`src/rtl/ecrc_pkg.sv`:
```
`timescale 1ns/1ps
package ecrc_pkg;

    localparam int unsigned DW_BITS   = 32;
    localparam int unsigned BYTE_BITS = 8;
    localparam int unsigned DW_BYTES  = DW_BITS / BYTE_BITS;

    typedef logic [DW_BITS-1:0] dw_t;

    typedef enum logic [1:0] {
        ST_IDLE  = 2'd0,
        ST_BODY  = 2'd1,
        ST_FLUSH = 2'd2
    } regen_state_e;

    // Advance a CRC register over one DW: bytes high to low, each byte LSB first.
    function automatic dw_t crc_dw(input dw_t c, input dw_t d, input dw_t poly);
        dw_t  r;
        logic fb;
        r = c;
        for (int b = 0; b < DW_BYTES; b++) begin
            for (int i = 0; i < BYTE_BITS; i++) begin
                fb = r[DW_BITS-1] ^ d[DW_BITS - BYTE_BITS*(b+1) + i];
                r  = {r[DW_BITS-2:0], 1'b0} ^ (fb ? poly : '0);
            end
        end
        return r;
    endfunction

    // Complement and mirror each byte in place.
    function automatic dw_t crc_fin(input dw_t c);
        dw_t x;
        dw_t r;
        x = ~c;
        r = '0;
        for (int b = 0; b < DW_BYTES; b++) begin
            for (int i = 0; i < BYTE_BITS; i++) begin
                r[BYTE_BITS*b + i] = x[BYTE_BITS*b + BYTE_BITS - 1 - i];
            end
        end
        return r;
    endfunction

endpackage

```
`src/rtl/ecrc_lane.sv`:
```
`timescale 1ns/1ps
module ecrc_lane
    import ecrc_pkg::*;
#(
    parameter dw_t         POLY      = 32'h04C1_1DB7,
    parameter dw_t         SEED      = 32'hFFFF_FFFF,
    parameter int unsigned TD_BIT    = 15,
    parameter int unsigned EP_BIT    = 14,
    parameter int unsigned TYPE0_BIT = 24,
    parameter bit          FORCE_TD  = 1'b0
) (
    input  logic clk,
    input  logic rst_n,
    input  logic feed,
    input  logic first,
    input  dw_t  dw,
    output dw_t  crc_q
);

    dw_t masked;

    always_comb begin
        masked = dw;
        if (first) begin
            masked[TYPE0_BIT] = 1'b1;
            masked[EP_BIT]    = 1'b1;
            if (FORCE_TD) begin
                masked[TD_BIT] = 1'b1;
            end
        end
    end

    always_ff @(posedge clk) begin
        if (!rst_n) begin
            crc_q <= SEED;
        end else if (feed) begin
            crc_q <= crc_dw(first ? SEED : crc_q, masked, POLY);
        end
    end

endmodule

```
`src/rtl/ecrc_out_stage.sv`:
```
`timescale 1ns/1ps
module ecrc_out_stage #(
    parameter int unsigned W = 32
) (
    input  logic         clk,
    input  logic         rst_n,
    input  logic         load,
    input  logic [W-1:0] ld_dw,
    input  logic         ld_sop,
    input  logic         ld_eop,
    input  logic         out_ready,
    output logic         out_valid,
    output logic [W-1:0] out_dw,
    output logic         out_sop,
    output logic         out_eop,
    output logic         can_load
);

    assign can_load = !out_valid || out_ready;

    always_ff @(posedge clk) begin
        if (!rst_n) begin
            out_valid <= 1'b0;
            out_dw    <= '0;
            out_sop   <= 1'b0;
            out_eop   <= 1'b0;
        end else if (load) begin
            out_valid <= 1'b1;
            out_dw    <= ld_dw;
            out_sop   <= ld_sop;
            out_eop   <= ld_eop;
        end else if (out_ready) begin
            out_valid <= 1'b0;
        end
    end

endmodule

```
`src/rtl/ecrc_regen.sv`:
```
`timescale 1ns/1ps
module ecrc_regen
    import ecrc_pkg::*;
#(
    parameter dw_t         POLY      = 32'h04C1_1DB7,
    parameter dw_t         SEED      = 32'hFFFF_FFFF,
    parameter int unsigned TD_BIT    = 15,
    parameter int unsigned EP_BIT    = 14,
    parameter int unsigned TYPE0_BIT = 24
) (
    input  logic        clk,
    input  logic        rst_n,
    input  logic        cfg_chk_en,
    input  logic        cfg_gen_en,
    input  logic        in_valid,
    output logic        in_ready,
    input  logic        in_sop,
    input  logic        in_eop,
    input  logic        in_from_link,
    input  logic [31:0] in_rx_dw,
    input  logic [31:0] in_tx_dw,
    output logic        out_valid,
    input  logic        out_ready,
    output logic        out_sop,
    output logic        out_eop,
    output logic [31:0] out_dw,
    output logic        ecrc_err
);

    localparam int unsigned NUM_LANES = 2;
    localparam int unsigned LANE_CHK  = 0;
    localparam int unsigned LANE_GEN  = 1;

    regen_state_e state_q, state_d;

    dw_t  hold_dw;
    logic hold_sop, hold_last;
    logic gen_q, td_q, chk_q, err_q;

    logic can_push, acc, first_acc, body_acc, crc_word, feed;
    logic push, push_sop, push_eop;
    dw_t  push_dw, tx_fix, gen_fin, chk_fin;

    dw_t lane_dw  [NUM_LANES];
    dw_t lane_crc [NUM_LANES];

    // Handshake and word classification
    assign in_ready  = (state_q != ST_FLUSH) && can_push;
    assign acc       = in_valid && in_ready;
    assign first_acc = acc && (state_q == ST_IDLE) && in_sop;
    assign body_acc  = acc && (state_q == ST_BODY);
    assign crc_word  = body_acc && in_eop && td_q;
    assign feed      = first_acc || (body_acc && !crc_word);

    // Two CRC lanes: received stream for checking, translated stream for generation
    assign lane_dw[LANE_CHK] = in_rx_dw;
    assign lane_dw[LANE_GEN] = in_tx_dw;

    for (genvar g = 0; g < NUM_LANES; g++) begin : g_lane
        ecrc_lane #(
            .POLY      (POLY),
            .SEED      (SEED),
            .TD_BIT    (TD_BIT),
            .EP_BIT    (EP_BIT),
            .TYPE0_BIT (TYPE0_BIT),
            .FORCE_TD  (g == LANE_GEN)
        ) u_lane (
            .clk   (clk),
            .rst_n (rst_n),
            .feed  (feed),
            .first (first_acc),
            .dw    (lane_dw[g]),
            .crc_q (lane_crc[g])
        );
    end

    assign gen_fin = crc_fin(lane_crc[LANE_GEN]);
    assign chk_fin = crc_fin(lane_crc[LANE_CHK]);

    always_comb begin
        tx_fix         = in_tx_dw;
        tx_fix[TD_BIT] = cfg_gen_en;
    end

    // State register
    always_ff @(posedge clk) begin
        if (!rst_n) begin
            state_q <= ST_IDLE;
        end else begin
            state_q <= state_d;
        end
    end

    // Next state
    always_comb begin
        state_d = state_q;
        unique case (state_q)
            ST_IDLE: begin
                if (first_acc) begin
                    state_d = ST_BODY;
                end
            end
            ST_BODY: begin
                if (body_acc && in_eop) begin
                    state_d = (crc_word && !gen_q) ? ST_IDLE : ST_FLUSH;
                end
            end
            ST_FLUSH: begin
                if (can_push && hold_last) begin
                    state_d = ST_IDLE;
                end
            end
            default: state_d = ST_IDLE;
        endcase
    end

    // Output push decode
    always_comb begin
        push     = 1'b0;
        push_eop = 1'b0;
        push_dw  = hold_dw;
        push_sop = hold_sop;
        unique case (state_q)
            ST_IDLE: begin
                push = 1'b0;
            end
            ST_BODY: begin
                push     = body_acc;
                push_eop = crc_word && !gen_q;
            end
            ST_FLUSH: begin
                push     = can_push;
                push_eop = hold_last;
            end
            default: push = 1'b0;
        endcase
    end

    // Hold register, per-TLP sampled controls, error pulse
    always_ff @(posedge clk) begin
        if (!rst_n) begin
            hold_dw   <= '0;
            hold_sop  <= 1'b0;
            hold_last <= 1'b0;
            gen_q     <= 1'b0;
            td_q      <= 1'b0;
            chk_q     <= 1'b0;
            err_q     <= 1'b0;
        end else begin
            err_q <= crc_word && chk_q && (in_rx_dw != chk_fin);
            if (first_acc) begin
                hold_dw   <= tx_fix;
                hold_sop  <= 1'b1;
                hold_last <= 1'b0;
                gen_q     <= cfg_gen_en;
                td_q      <= in_rx_dw[TD_BIT];
                chk_q     <= cfg_chk_en && in_from_link && in_rx_dw[TD_BIT];
            end else if (body_acc) begin
                hold_sop <= 1'b0;
                if (!in_eop) begin
                    hold_dw <= in_tx_dw;
                end else if (!td_q) begin
                    hold_dw   <= in_tx_dw;
                    hold_last <= !gen_q;
                end else if (gen_q) begin
                    hold_dw   <= gen_fin;
                    hold_last <= 1'b1;
                end
            end else if ((state_q == ST_FLUSH) && can_push && !hold_last) begin
                hold_dw   <= gen_fin;
                hold_sop  <= 1'b0;
                hold_last <= 1'b1;
            end
        end
    end

    assign ecrc_err = err_q;

    ecrc_out_stage #(
        .W (DW_BITS)
    ) u_out (
        .clk       (clk),
        .rst_n     (rst_n),
        .load      (push),
        .ld_dw     (push_dw),
        .ld_sop    (push_sop),
        .ld_eop    (push_eop),
        .out_ready (out_ready),
        .out_valid (out_valid),
        .out_dw    (out_dw),
        .out_sop   (out_sop),
        .out_eop   (out_eop),
        .can_load  (can_push)
    );

endmodule

```
`config.mk`:
```
export PLATFORM = sky130hd
export DESIGN_NAME = ecrc_regen
export DESIGN_NICKNAME = d
export VERILOG_FILES = /design/src/rtl/ecrc_pkg.sv /design/src/rtl/ecrc_lane.sv /design/src/rtl/ecrc_out_stage.sv /design/src/rtl/ecrc_regen.sv
export SDC_FILE = /design/constraint.sdc
export NUM_CORES = 1
export LEC_CHECK = 0
export CORE_MARGIN = 3
export CORE_UTILIZATION = 30
export DETAILED_ROUTE_END_ITERATION = 10
export PLACE_DENSITY_LB_ADDON = 0.05
export SYNTH_ARGS = -nofsm -noshare
export SYNTH_HDL_FRONTEND = slang
export SYNTH_SLANG_ARGS = --single-unit
```
`constraint.sdc`:
```
create_clock -name clk -period 12.1 [get_ports clk]
set_input_delay 2.42 -clock clk [delete_from_list [all_inputs] [get_ports clk]]
set_output_delay 2.42 -clock clk [all_outputs]
set_load 0.03 [all_outputs]
```
==> flow_metrics.tcl <==
set metrics [dict create \
    status "finished, final reports clean" \
    core_area_um2 47000 \
    synth.area.mux_share_pct 0.348 \
    drc 0 \
    synth_top_family_by_area "XOR/XNOR gates" \
    yosys_most_used_dff "dfxtp_1" \
    cp_cell_sequence "clkdlybuf4s50_1, nand2b_1, nor3_4, buf_4, buf_4, nor2_1, xnor2_1, xor3_1, xnor3_1, xor2_1, xor2_1, xnor3_1, a21o_1, nand2_1" \
    wl_met2_um 26100 \
    ctsRootBufferMaster "clkbuf_16" \
    cts_setup_buffers 0 \
    ctsHoldBuffers 0 \
    clkTransAtPathRegs_ns 0.08 \
    setup_violations 0 \
    portBuffers 109 \
    fin_setup_tns_ns 0 \
    antennaDiodeCount 0 \
    met3_length_um 1600 \
    synth_fa_ha_area_share_pct 0.348 \
    synth_edf_count 0 \
    drtPass1Iterations 5 \
    avgSynthCellArea_um2 9.68 \
    clock_sinks 139 \
    cts_resized 0 \
    die_w_um 225 \
    overflow 0 \
    postRouteAntennaNets 0 \
    synth-xor-area-share_pct 59.0 \
    io_pins 110 \
    path_buf_inv 3 \
    syn_inst 1487 \
    wl_um 51500 \
    cts_inserted_buffers 17 \
    dr.max_layer_used "met4" \
    worst_slew_pin_slew_ns 1.01 \
    multi_input_area_um2 11200 \
    cts_max_level 4 \
    ys_top_cells_by_area "xnor2_1 (27%), dfxtp_1 (19%), xnor3_1 (13%)" \
    antenna_found_initial 0 \
    endpoint_kind "flip-flop" \
    relSlewSlack_pct 32.0 \
    start_kind "input port" \
    syn2layout_area_growth_pct 14.9 \
    rsz0062_at_grt "false" \
    rows 79 \
    drt_iter0_drc 555 \
    ys_seq_area_share_pct 19.3 \
    wl_per_cell_um 23.9 \
    min_period_over_period_pct 57.6 \
    maxCapViolations 0 \
    cp_slowest_cell "xnor2_1" \
    yosys.area_share.simple_pct 9.02 \
    die_h_um 225 \
    synth_top_cell_area_share_pct 27.3 \
    period_minus_slack_ns 6.98 \
    finClkSkew_ns 0.0219 \
    fmax_mhz 143 \
    synth_area_um2 14400 \
    hold_slack_ns 0.459 \
    gp_congestion 0.850 \
    synth_compound_area_share_pct 8.97 \
    grt_pass1_vias 10400 \
    yosysWarningCount 0 \
    hold_path.class "reg -> reg" \
    clock_latency_ns 0.45 \
    async_flop_share_pct 0 \
    place_hpwl_um 40900 \
    path_class "in -> reg" \
    regArea_um2 2780 \
    cts_tree "built" \
    netlist.top_cell.by_area "xnor2_1" \
    cp_max_fo 32 \
    via_per_inst 4.69 \
    cp.required_ns 12.48 \
    fp.dieArea_um2 50600 \
    vias 10100 \
    track_usage_pct 20.4 \
    cts_buffer_depth 2 \
    synth_nets 1564 \
    grt_pass1_wl_um 74200 \
    synth.distinct_cells 47 \
    synth_seq_cells 139 \
    drive_above_1_share_pct 6.77 \
    grt_max_degree 84 \
    crit_family "XOR/XNOR gates" \
    final_hold_viol_count 0 \
    cp.arrival_ns 7.36 \
    initial_utilization_pct 30.7 \
    met1_length_um 22100 \
    fill_cells 4794 \
    layout.nets 1614 \
    critPathMaxStageDelay_ns 0.74 \
    slew_viol_final 0 \
]
flip-flops by register name, summed over array words and instances (netlist names):
signal,cells
g_lane.u_lane.crc_q,64
hold_dw,32
u_out.out_dw,32
state_q,2
chk_q,1
ecrc_err,1
gen_q,1
hold_last,1
hold_sop,1
td_q,1
u_out.out_eop,1
u_out.out_sop,1
u_out.out_valid,1
routing by layer:
layer  vias to the layer above  track usage [%]
li1                       4941                -
met1                      4904             25.3
met2                       212             36.8
met3                        50             2.61
met4                         0             6.68
met5                         -                0
kinds of logic after synthesis:
| kind of cell | count (synthesis) |
|---|---|
| AOI/OAI and AO/OA | 180 |
| xor gates and xnor gates | 741 |
| buffers and inverters | 97 |
| DFF | 139 |
| muxes | 5 |
| and+or+nand+nor | 321 |
| adders and majority gates | 4 |
per-stage QoR:
| stage | instance area, um2 | setup slack (ns) | cells | utilization (%) |
|---|---|---|---|---|
| after floorplan | 14400 | 6.30 | 1487 | - |
| after global placement | 16000 | 4.58 | 2125 | 34.0 |
| after detailed placement | 16000 | 4.69 | 2125 | 34.0 |
| final | 16500 | 5.12 | 2157 | 35.2 |
| after global routing | 16500 | 4.90 | 2157 | 35.2 |
| after CTS | 16500 | 5.17 | 2157 | 35.2 |
cell usage in the layout, fill, tap and decap left out, types with 29 or more instances in the layout:
cell and n:
dfxtp_1 139, o211a_1 31, a21boi_0 38, nand2_1 168, clkdlybuf4s50_1 108, xnor2_1 448, xor2_1 141, nor2_1 115
o211ai_1 34, xnor3_1 82, a21oi_1 29
path summary, 6_finish.rpt:
path	end	start	slack, ns	cells past startpoint
setup / recovery	g_lane[1].u_lane.crc_q[12]	in_valid	5.12	14
hold / removal	ecrc_err	chk_q	0.46	2
setup reg to reg	g_lane[1].u_lane.crc_q[12]	state_q[0]	6.75	15
hold reg to reg	ecrc_err	chk_q	0.46	2
layout make-up:
| cell class | instances | share of cell area, % |
|---|---|---|
| Sequential cell | 139 | 16.8 |
| Tap cell | 607 | 4.59 |
| Inverter | 5 | 0.113 |
| Clock buffer | 17 | 2.57 |
| Multi-Input combinational cell | 1251 | 67.8 |
| Timing Repair Buffer | 123 | 7.22 |
| Clock inverter | 15 | 0.908 |
synthesized netlist by cell type, types with 2 or more instances:
cell,count
xnor2_1,448
nand2_1,168
xor2_1,141
dfxtp_1,139
nor2_1,116
xnor3_1,82
clkbuf_1,57
a21boi_0,38
o211ai_1,34
o211a_1,31
a21oi_1,29
buf_2,25
o21ai_0,22
xnor2_2,22
xor3_1,22
xnor3_2,11
a22oi_1,9
buf_4,9
nor4_1,8
o21ai_1,7
nor2b_1,6
xor2_2,6
and2_1,5
inv_1,5
mux2i_1,5
xor2_4,5
ha_1,4
nand3_1,4
nand4_1,3
o31ai_1,3
xnor2_4,3
a21o_1,2
nand2b_1,2
nor2_2,2
nor3_1,2
tightest hold or removal path, stage by stage, from the launching register on:
cell,delay [ns]
dfxtp_1,0.31
nand3_1,0.06
nor3_1,0.05
Power is left out: the tool's default activity adds up to more than one toggle a clock period on the data nets, which glitch-free logic cannot reach.
